File: src/rtl/scu_regs.sv
module scu_regs #(
  parameter int NCORE = 4,
  parameter int AW    = 8,
  parameter int DW    = 32
) (
  input  logic            clk,
  input  logic            rst_n,
  input  logic            req_valid,
  input  logic            req_write,
  input  logic [AW-1:0]   req_addr,
  input  logic [DW-1:0]   req_wdata,
  input  logic [DW/8-1:0] req_strb,
  output logic            rsp_ready,
  output logic [DW-1:0]   rsp_rdata,
  output logic            unimp_pulse
);
  localparam int NB = DW / 8;
  localparam int WA = AW - 2;
  localparam logic [WA-1:0] W_CTRL = WA'(0);
  localparam logic [WA-1:0] W_CFG  = WA'(1);
  localparam logic [WA-1:0] W_PWR  = WA'(2);
  localparam logic [WA-1:0] W_INV  = WA'(3);
  localparam logic [WA-1:0] W_FLO  = WA'(16);
  localparam logic [WA-1:0] W_FHI  = WA'(17);
  localparam logic [DW-1:0] CFG_WORD = DW'((((1 << NCORE) - 1) << 4) | (NCORE - 1));

  // core count range checked at elaboration
  if (NCORE < 1 || NCORE > 4) begin : g_bad_ncore
    $fatal(1, "scu_regs: NCORE must be 1..4");
  end

  logic [WA-1:0] widx;
  logic          known, wr, rd;
  logic          ctrl_q;
  logic [DW-1:0] pwr_q;
  logic [DW-1:0] rd_val;
  logic          unused_lo;

  assign widx      = req_addr[AW-1:2];
  assign unused_lo = &{1'b0, req_addr[1:0]};
  assign known     = (widx == W_CTRL) || (widx == W_CFG) || (widx == W_PWR) ||
                     (widx == W_INV)  || (widx == W_FLO) || (widx == W_FHI);
  assign wr        = req_valid && req_write;
  assign rd        = req_valid && !req_write;

  always_ff @(posedge clk or negedge rst_n)
    if (!rst_n)                                  ctrl_q <= 1'b0;
    else if (wr && widx == W_CTRL && req_strb[0]) ctrl_q <= req_wdata[0];

  for (genvar k = 0; k < NB; k++) begin : g_lane
    always_ff @(posedge clk)
      if (wr && widx == W_PWR && req_strb[k]) pwr_q[8*k +: 8] <= req_wdata[8*k +: 8];
  end

  always_comb begin
    rd_val = '0;
    case (widx)
      W_CTRL:  rd_val = DW'(ctrl_q);
      W_CFG:   rd_val = CFG_WORD;
      W_PWR:   rd_val = pwr_q;
      default: rd_val = '0;
    endcase
  end

  always_ff @(posedge clk or negedge rst_n)
    if (!rst_n) begin
      rsp_ready   <= 1'b0;
      rsp_rdata   <= '0;
      unimp_pulse <= 1'b0;
    end else begin
      rsp_ready   <= req_valid;
      rsp_rdata   <= rd ? rd_val : '0;
      unimp_pulse <= req_valid && !known;
    end

  a_r2_ready_follows: assert property (@(posedge clk) disable iff (!rst_n)
    req_valid |=> rsp_ready);
  a_r2_ready_has_cause: assert property (@(posedge clk) disable iff (!rst_n)
    rsp_ready |-> $past(req_valid));
  a_r8_flag_with_ready: assert property (@(posedge clk) disable iff (!rst_n)
    unimp_pulse |-> rsp_ready && rsp_rdata == '0);
  a_r8_no_state_change: assert property (@(posedge clk) disable iff (!rst_n)
    unimp_pulse |-> $stable(ctrl_q) && $stable(pwr_q));
  a_r3_ctrl_upper_zero: assert property (@(posedge clk) disable iff (!rst_n)
    rsp_ready && $past(rd && widx == W_CTRL) |-> rsp_rdata[DW-1:1] == '0);
  a_r4_cfg_consistent: assert property (@(posedge clk) disable iff (!rst_n)
    rsp_ready && $past(rd && widx == W_CFG) |->
      32'(rsp_rdata[3:0]) + 32'd1 == 32'($countones(rsp_rdata[DW-1:4])));
  a_r10_idle_zero: assert property (@(posedge clk) disable iff (!rst_n)
    !rsp_ready |-> rsp_rdata == '0);
endmodule

File: config.mk
export PLATFORM = sky130hd
export DESIGN_NAME = scu_regs
export DESIGN_NICKNAME = d
export VERILOG_FILES = /design/src/rtl/scu_regs.sv
export SDC_FILE = /design/constraint.sdc
export NUM_CORES = 1
export LEC_CHECK = 0
export ABC_AREA = 1
export BUFFER_PORTS_ARGS = -buffer_cell sky130_fd_sc_hd__buf_2
export CORE_MARGIN = 5
export CORE_UTILIZATION = 40
export CTS_BUF_LIST = sky130_fd_sc_hd__clkbuf_8
export DETAILED_ROUTE_END_ITERATION = 6
export PLACE_DENSITY_LB_ADDON = 0.08
export SYNTH_ARGS = -nofsm -noshare
export SYNTH_HDL_FRONTEND = slang
export SYNTH_SLANG_ARGS = --single-unit
File: constraint.sdc
create_clock -name clk -period 1.2 [get_ports clk]
set_clock_uncertainty 0.05 [all_clocks]
set_input_delay 0.3 -clock clk [delete_from_list [all_inputs] [get_ports clk]]
set_output_delay 0.3 -clock clk [all_outputs]
set_load 0.01 [all_outputs]
# Yosys cells after proc, flatten, opt, wreduce, memory -nomap -nowiden

Cells that the tools add are included.

Register bits: 67
Input port bits: 48
Output and inout port bits: 34
Logic and storage cells: 33

Eq/ne operators: 5
Multiplexer cells: 2
Reductions and logical operators: 18

Operators with widths:

| kind                 | number |
|---|---|
| $pmux W32 S3         | 1 |
| $mux W32             | 1 |
| $eq A6 B2 Y1 const B | 2 |
| $eq A6 B5 Y1 const B | 2 |
| $logic_and A1 B1 Y1  | 10 |
| $eq A6 B1 Y1 const B | 1 |
| $logic_not A6 Y1     | 1 |
| $logic_or A1 B1 Y1   | 5 |
| $logic_not A1 Y1     | 2 |

# Logic depth before layout (Yosys ltp)

Gate-level depths: netlist of run 1.

Depth after elaboration: 8
Mapped depth: 6
Gate-level depth less buffers: 6

# Least setup slack after synthesis of run 1

No wires, ideal clock.

Path kind: input to register
Start: input port req_addr[4]
End: register pwr_q[0] (enable)
Library setup time: 370 ps
Arrival: 1216 ps
Data required time: 780 ps
Path slack: -436 ps
Stages on the path: 6
Buffers on the path: 1
Path through: inv_1 -> nand2_1 -> nor2_8 -> nand2_4 -> buf_6 -> nor2_1

Longest elaborated chain between the ends: 3

RTL lines:

| element                           | line | source |
|---|---|---|
| start, declared                   | 10   | `input logic [AW-1:0] req_addr,` |
| $eq A6 B2 Y1                      | 52   | `if (wr && widx == W_PWR && req_strb[k]) pwr_q[8*k +: 8] <= req_wdata[8*k +: 8];` |
| $logic_and A1 B1 Y1 (2 in series) | 52   |  |
| end signal, assigned by index     | 52   |  |
| end, declared                     | 35   | `logic [DW-1:0] pwr_q;` |

Every way passes these cells.
A chain may end at the register's enable or synchronous reset.

# Worst setup path in the final report of run 1

Start: register rsp_rdata[7]
End: output port rsp_rdata[7]

RTL lines:

| element                | line | source |
|---|---|---|
| start, declared        | 14   | `output logic [DW-1:0] rsp_rdata,` |
| start signal, assigned | 72   | `rsp_rdata <= rd ? rd_val : '0;` |

No word-level cell between the ends.

==> results_dict.tcl, run 1 <==
set metrics [dict create \
    worst_slew_pin_slew_ns 0.240 \
    clk_latency_ns 0.33 \
    postLayoutSetupSlackWorst_ns -0.00175 \
    die_x_um 87.7 \
    vias_per_cell 4.44 \
    critPathMaxFanout 1 \
    grt_max_degree 36 \
    hp-class "in -> reg" \
    wl_per_cell_um 15.4 \
    period_share 1.00 \
    grt_usage 0.143 \
    synth_top_cell_by_area "edfxtp_1" \
    power.density_mw_per_mm2 1390 \
    setup_viol 1 \
    synth_common_cells "dfrtp_1 (35), edfxtp_1 (32), nor3b_2 (19)" \
    pin_count 82 \
    yosysMostFrequentCell "dfrtp_1" \
    drv_slew 0 \
    cp_data_arrival_time_ns 0.85 \
    port_buffers 79 \
    routed_wl_mm 5.03 \
    grt_pass1_wl_mm 7.95 \
    setup_tns_ns -0.00175 \
    outcome "finished, violations left" \
    cts_sinks 67 \
    cts_root_buf "clkbuf_8" \
    relSlewSlack 0.839 \
    hold_viol 0 \
    clock.fmax_mhz 832 \
    crit_family "flip-flops" \
    fp.dieH_um 87.7 \
    fp.coreArea_sq_mm 0.00589 \
    cts_buffers 9 \
    crit_chain "buf_6" \
    crit_type "reg -> out" \
    async_reset_ff_frac 0.522 \
    cts_setup_buffers 0 \
    leakage_nw 1.53 \
    synth_top_area_frac 0.398 \
    syn_area_per_cell_sq_um 16.2 \
    antenna_left 0 \
    rsz0062_at_grt "yes" \
    tritoncts "done" \
    grt_pass1_vias 1719 \
    fin_crit_ns 1.20 \
    slowest_delay_ns 0.39 \
    vdd_ir_drop_max_mv 0.700 \
    final-seq-area_sq_mm 0.00184 \
    path_clk_slew_ns 0.07 \
    rows 28 \
    required_ns 0.85 \
    syn_area_sq_mm 0.00242 \
    clockBufferDepth 2 \
    ys_seq_area_frac 0.760 \
    crit_start "rsp_rdata[7]$_DFF_PN0_" \
    htreeDepth 3 \
    drc 0 \
    synth.area.top_cells "edfxtp_1 (40%), dfrtp_1 (36%), nor3b_2 (9.8%), nor3b_1 (2.2%), nand3_1 (1.7%)" \
    startpoint_type "register" \
    dr.pass1.iters 4 \
    nFillCells 506 \
    cp-end-kind "output port" \
    synth_edf_count 32 \
    area_delta_synth_final_pct 37.5 \
    synth_warnings 0 \
    critPathBufInv 1 \
    yosys_register_bits 67 \
    place.gp.congestion 0.700 \
    synth_flop_cell "dfrtp_1" \
    grt_overflow 0 \
    cap_violations 0 \
    violations "negative setup slack" \
    dp_hpwl_mm 3.60 \
    die_area_sq_mm 0.00770 \
    syn-instance-count 149 \
    antenna_cells 0 \
    multi_input_area_sq_um 556 \
    yosysUniqueCellTypes 19 \
    drt_first_iter_violations 43 \
    r2r-start "ctrl_q$_DFFE_PN0P_" \
    final_nets 295 \
    slowest_stage "dfrtp_1" \
    via_count 1453 \
    worstHoldStart "req_wdata[26]" \
    whs_ns 0.0879 \
    syn_nets 197 \
    antenna_found_initial 0 \
    start_util 0.411 \
    drive_gt1_frac 0.552 \
    report.power.total_mw 4.64 \
    r2r_slack_ns 0.39 \
]
repair_timing:
| action | 4_1_cts | 5_1_grt |
|---|---|---|
| pin swaps | 0 | 2 |
| gates cloned | 0 | 0 |
| endpoints found under the setup margin | 24 | 49 |
| gates resized for setup | 0 | 5 |
| endpoints found under the hold margin | 35 | 0 |
| hold buffers | 1 | 0 |
final cells by class:
type	instances	share of cell area
sequential	67	0.553
clock inverter	7	0.0256
clock buffer	9	0.0373
tap	75	0.0282
inverter	13	0.0233
multi-input combinational	64	0.167
timing repair buffer	92	0.166
routing by layer:
metal,GRT usage,up-vias,share of wire
li1,-,709,-
met1,0.160,685,0.38
met2,0.245,49,0.52
met3,0.0489,10,0.077
met4,0.0711,0,0.020
met5,0,-,0
cell usage in the layout (no fill, tap or decap), drive strengths merged, types with 2 or more instances in the layout:
cell,n
a21oi,6
buf,91
bufinv,2
clkbuf,9
clkinv,3
dfrtp,35
edfxtp,32
inv,15
nand2,8
nand3,8
nand4,2
nor2,12
nor3b,26
sequential cells by signal, indices dropped and copies added, names as in the netlist:
signal       flops
ctrl_q           1
pwr_q           32
rsp_rdata       32
rsp_ready        1
unimp_pulse      1
cells by family (layout without fill, tap and decap cells):
| kind of cell | after synthesis | count (layout) | share of synthesized area |
|---|---|---|---|
| DFF | 67 | 67 | 0.760 |
| and+or+nand+nor | 57 | 57 | 0.189 |
| buffers and inverters | 18 | 121 | 0.0357 |
| AOI/OAI and AO/OA | 7 | 7 | 0.0155 |
worst paths after layout:
check                                           to  depth (start not counted)
max in group asynchronous  rsp_rdata[21]$_DFF_PN0_                          3
min in group asynchronous  rsp_rdata[15]$_DFF_PN0_                          3
min                            pwr_q[26]$_DFFE_PP_                          1
min reg2reg                rsp_rdata[20]$_DFF_PN0_                          1
max                                   rsp_rdata[7]                          1
max reg2reg                 rsp_rdata[0]$_DFF_PN0_                          4
power breakdown:
group	leakage [nW]	total [mW]	switching (mW)	internal (mW)
Combinational	0.642	0.258	0.143	0.115
Clock	0.113	1.95	0.807	1.15
Sequential	0.772	2.42	0.00415	2.42
Total	1.53	4.64	0.955	3.68
stage by stage:
stage	instance area (sq um)	worst slack, ns	cells	utilization
detailed placement	3080	-0.348	310	0.524
finish	3320	-0.00175	327	0.565
floorplan	2510	-0.144	149	-
global placement	3080	-0.313	310	0.524
CTS	3300	-0.0269	327	0.561
global route	3320	-0.0555	327	0.565
Power figures use the tool's default switching activity.
==> run 2: changes to the inputs <==
HOLD_SLACK_MARGIN = 0.1   (was default)
==> run 2 against run 1 <==
The run still ends with negative setup slack left. Sequential share of layout area is 4.8 points lower. Global-route usage is 0.82 points higher. Worst setup slack worse by 0.0015 ns. Cell area is 9.4% higher. Final cell count is 9.8% higher. First-iteration DRC count is 44% higher. Wire length is 5.8% higher. Sequential cell count stayed put. Critical endpoint is now rsp_rdata[1].
==> results_dict.tcl, run 2 (synthesis gave the netlist of run 1 again) <==
set metrics [dict create \
    outcome "finished, violations left" \
    violations "negative setup slack" \
    grt_usage 0.152 \
    area_delta_synth_final_pct 50.5 \
    slowest_stage "dfrtp_1" \
    crit_family "flip-flops" \
    grt_overflow 0 \
    period_share 1.00 \
    startpoint_type "register" \
    dr.pass1.iters 4 \
    wl_per_cell_um 14.8 \
    crit_type "reg -> out" \
    fin_crit_ns 1.20 \
    cts_sinks 67 \
    hold_viol 0 \
    drive_gt1_frac 0.489 \
    rows 28 \
    cp-end-kind "output port" \
    mostFrequentLayoutCell "buf_2" \
    slowest_delay_ns 0.38 \
    drt_first_iter_violations 62 \
    place_area_sq_mm 0.00308 \
    tritoncts "done" \
    whs_ns 0.147 \
    start_util 0.411 \
    grt_pass1_wl_mm 8.40 \
    r2r-start "ctrl_q$_DFFE_PN0P_" \
    grt_max_degree 36 \
    antenna_left 0 \
    clock.fmax_mhz 831 \
    grt_pass1_vias 1831 \
    die_x_um 87.7 \
    drv_slew 0 \
    placed_cells 310 \
    antenna_cells 0 \
    worst_slew_pin_slew_ns 0.244 \
    worstHoldStart "req_valid" \
    cts_setup_buffers 0 \
    postLayoutSetupSlackWorst_ns -0.00323 \
    fp.dieH_um 87.7 \
    r2r_slack_ns 0.39 \
    crit_chain "buf_2" \
    cts_root_buf "clkbuf_8" \
    leakage_nw 1.66 \
    required_ns 0.85 \
    holdPathStages 2 \
    rr_worst_depth 4 \
    hp-class "in -> reg" \
    htreeDepth 3 \
    instances_no_fill 359 \
    clk_latency_ns 0.33 \
    vdd_ir_drop_max_mv 0.653 \
    setup_tns_ns -0.00539 \
    place.gp.congestion 0.700 \
    via_count 1578 \
    path_clk_slew_ns 0.07 \
    cp_data_arrival_time_ns 0.85 \
    critPathBufInv 1 \
    cts_buffers 9 \
    final_cell_mix "buf_2 (77), dfrtp_1 (35), dlygate4sd3_1 (33), edfxtp_1 (32), nor3b_2 (20)" \
    antenna_found_initial 0 \
    die_area_sq_mm 0.00770 \
    cap_violations 0 \
    vias_per_cell 4.40 \
    design_area_sq_mm 0.00364 \
    critPathMaxFanout 1 \
    setup_viol 2 \
    power.density_mw_per_mm2 1300 \
    relSlewSlack 0.837 \
    holdPathEnd "rsp_ready$_DFF_PN0_" \
    final_nets 327 \
    rsz0062_at_grt "yes" \
    clockBufferDepth 2 \
    r2r-end "rsp_rdata[0]$_DFF_PN0_" \
    port_buffers 79 \
    pin_count 82 \
    dp_hpwl_mm 3.60 \
    routed_wl_mm 5.32 \
    drc 0 \
    final_core_util 0.618 \
    reg_top3 "pwr_q (32), rsp_rdata (32)" \
    fp.coreArea_sq_mm 0.00589 \
]
-- run 2: cell count changes in the layout (fill, tap and decap cells not counted) --
cell / delta
dlygate4sd3_1: +32
buf_2: +1
buf_6: -1
-- run 2: per-layer routing --
metal,vias up,GRT usage,share of wire
met1,745,0.166,0.39
met3,10,0.0452,0.062
li1,774,-,-
met5,-,0,0
met2,49,0.268,0.53
met4,0,0.0711,0.019
-- run 2: cell type report --
type                       instances  area (sq um)
timing repair buffer             124           866
sequential                        67          1840
multi-input combinational         64           556
inverter                          13          77.6
clock buffer                       9           124
tap                               75          93.8
fill                             477          2250
clock inverter                     7          85.1
-- run 2: worst max path at each step --
stage                          endpoint  cells after the start                     from
global route               rsp_rdata[7]                      1   rsp_rdata[7]$_DFF_PN0_
global placement    pwr_q[14]$_DFFE_PP_                      6              req_addr[5]
floorplan            pwr_q[0]$_DFFE_PP_                      6              req_addr[5]
detailed placement  pwr_q[13]$_DFFE_PP_                      6              req_addr[5]
CTS                       rsp_rdata[29]                      1  rsp_rdata[29]$_DFF_PN0_
finish                     rsp_rdata[1]                      1   rsp_rdata[1]$_DFF_PN0_
-- run 2: metrics by stage --
stage / power, mW / worst slack, ns
3_5_place_dp: 2.73 / -0.348
5_1_grt: 4.94 / -0.0555
2_1_floorplan: 2.56 / -0.144
3_3_place_gp: 2.72 / -0.313
4_1_cts: 4.79 / -0.0269
6_report: 4.72 / -0.00323
-- run 2: power breakdown --
part / internal [mW] / switching [mW]
combinational: 0.183 / 0.157
clock: 1.15 / 0.811
sequential: 2.42 / 0.00428
-- run 2: repair_timing --
item / in CTS / in global routing
resized for setup: 0 / 4
setup endpoints to repair: 24 / 49
cloned: 0 / 0
pin swaps: 0 / 2
hold endpoints to repair: 67 / 0
hold buffers: 33 / 0
==> run 3: changes to the inputs <==
REMOVE_ABC_BUFFERS = 1   (was default)
SLEW_MARGIN = 10   (was default)
==> run 3 against run 2 <==
The run now ends clean. Core utilization is 0.47 points lower. First-iteration DRC count shrank 27%. Hold slack lost 0.029 ns. Sequential cell count unchanged. Critical endpoint is now rsp_rdata[31]. Clock power shrank 2%. Clock-buffer cell count up 3. Total power fell by 1.4%. Via count up 3.5%. Cell area down 0.76%.
==> results_dict.tcl, run 3 (synthesis gave the netlist of run 1 again) <==
set metrics [dict create \
    place.gp.congestion 0.824 \
    relSlewSlack 0.825 \
    rows 28 \
    grt_overflow 0 \
    via_count 1633 \
    start_util 0.411 \
    final_core_util 0.614 \
    crit_type "reg -> out" \
    crit_family "flip-flops" \
    dp_hpwl_mm 3.56 \
    antenna_found_initial 0 \
    hold_viol 0 \
    die_area_sq_mm 0.00770 \
    holdPathStages 1 \
    fp.coreArea_sq_mm 0.00589 \
    grt_pass1_vias 1694 \
    critPathMaxFanout 1 \
    htreeDepth 3 \
    drv_slew 0 \
    dr.pass1.iters 4 \
    outcome "finished, final reports clean" \
    holdPathEnd "pwr_q[8]$_DFFE_PP_" \
    period_share 0.994 \
    drt_first_iter_violations 45 \
    report.power.total_mw 4.65 \
    r2r_slack_ns 0.42 \
    antenna_left 0 \
    place_worst_setup_slack_ns -0.349 \
    cts_root_buf "clkbuf_8" \
    area_delta_synth_final_pct 49.4 \
    required_ns 0.85 \
    pin_count 82 \
    reg_top3 "pwr_q (32), rsp_rdata (32)" \
    instances_no_fill 362 \
    design_area_sq_mm 0.00361 \
    crit_chain "buf_2" \
    startpoint_type "register" \
    routed_wl_mm 5.07 \
    vdd_ir_drop_max_mv 0.796 \
    placed_cells 315 \
    port_buffers 79 \
    worst_slew_pin_slew_ns 0.263 \
    grt_usage 0.140 \
    hp-class "in -> reg" \
    leakage_nw 1.66 \
    final_cell_mix "buf_2 (73), dfrtp_1 (35), edfxtp_1 (32), dlygate4sd3_1 (31), nor3b_2 (20)" \
    critPathBufInv 1 \
    slowest_stage "dfrtp_1" \
    fin_crit_ns 1.19 \
    r2r-start "ctrl_q$_DFFE_PN0P_" \
    grt_pass1_wl_mm 7.78 \
    antenna_cells 0 \
    setup_tns_ns 0 \
    cap_violations 0 \
    wl_per_cell_um 14.0 \
    whs_ns 0.118 \
    path_clk_slew_ns 0.07 \
    worstHoldStart "req_wdata[8]" \
    cts_setup_buffers 0 \
    drive_gt1_frac 0.491 \
    cp_data_arrival_time_ns 0.84 \
    rsz0062_at_grt "yes" \
    setup_viol 0 \
    fp.dieH_um 87.7 \
    slowest_delay_ns 0.37 \
    cts_buffers 9 \
    drc 0 \
    r2r-end "rsp_rdata[0]$_DFF_PN0_" \
    postLayoutSetupSlackWorst_ns 0.00774 \
    cts_sinks 67 \
    power.density_mw_per_mm2 1290 \
    clock.fmax_mhz 839 \
    tritoncts "done" \
    rr_worst_depth 4 \
    cp-end-kind "output port" \
    vias_per_cell 4.51 \
    mostFrequentLayoutCell "buf_2" \
    clockBufferDepth 2 \
    die_x_um 87.7 \
    place_area_sq_mm 0.00304 \
    clk_latency_ns 0.33 \
    grt_max_degree 36 \
    final_nets 330 \
]
run 3: cell count changes in the layout (fill, tap and decap cells not counted), sizes merged:
cell         before  now
clkinvlp          0    1
clkinv            3    2
dlygate4sd3      33   31
clkbuf            9   12
bufinv            2    1
buf              91   96
inv              15   13
run 3: metal layers:
metal | part of all wire | track usage
met5 | 0 | 0
met1 | 0.39 | 0.162
met4 | 0.022 | 0.0753
met2 | 0.53 | 0.236
met3 | 0.057 | 0.0376
run 3: cell type report:
| cell class | count | area, sq um |
|---|---|---|
| inverter | 13 | 48.8 |
| timing repair buffer | 127 | 912 |
| clock inverter | 4 | 47.5 |
| fill | 474 | 2270 |
| tap | 75 | 93.8 |
| clock buffer | 12 | 165 |
| sequential | 67 | 1840 |
| multi-input combinational | 64 | 507 |
run 3: power breakdown:
part / switching (mW) / internal, mW
Clock: 0.797 / 1.12
Sequential: 0.00344 / 2.42
Combinational: 0.140 / 0.173
run 3: how the worst max path moves through the flow:
| stage | from | endpoint | slack, ns | cells past startpoint |
|---|---|---|---|---|
| 5_1_grt | rsp_rdata[28]$_DFF_PN0_ | rsp_rdata[28] | -0.04 | 1 |
| 2_1_floorplan | req_addr[4] | pwr_q[0]$_DFFE_PP_ | -0.46 | 5 |
| 6_report | rsp_rdata[31]$_DFF_PN0_ | rsp_rdata[31] | 0.008 | 1 |
| 3_5_place_dp | req_addr[4] | rsp_rdata[9]$_DFF_PN0_ | -0.35 | 8 |
| 3_3_place_gp | req_addr[4] | pwr_q[26]$_DFFE_PP_ | -0.30 | 7 |
| 4_1_cts | rsp_rdata[4]$_DFF_PN0_ | rsp_rdata[4] | -0.01 | 1 |
run 3: what timing repair did:
action | in CTS | in global routing
endpoints found under the setup margin | 12 | 57
hold buffers | 29 | 2
gates resized for setup | 1 | 8
hold endpoints to repair | 63 | 2
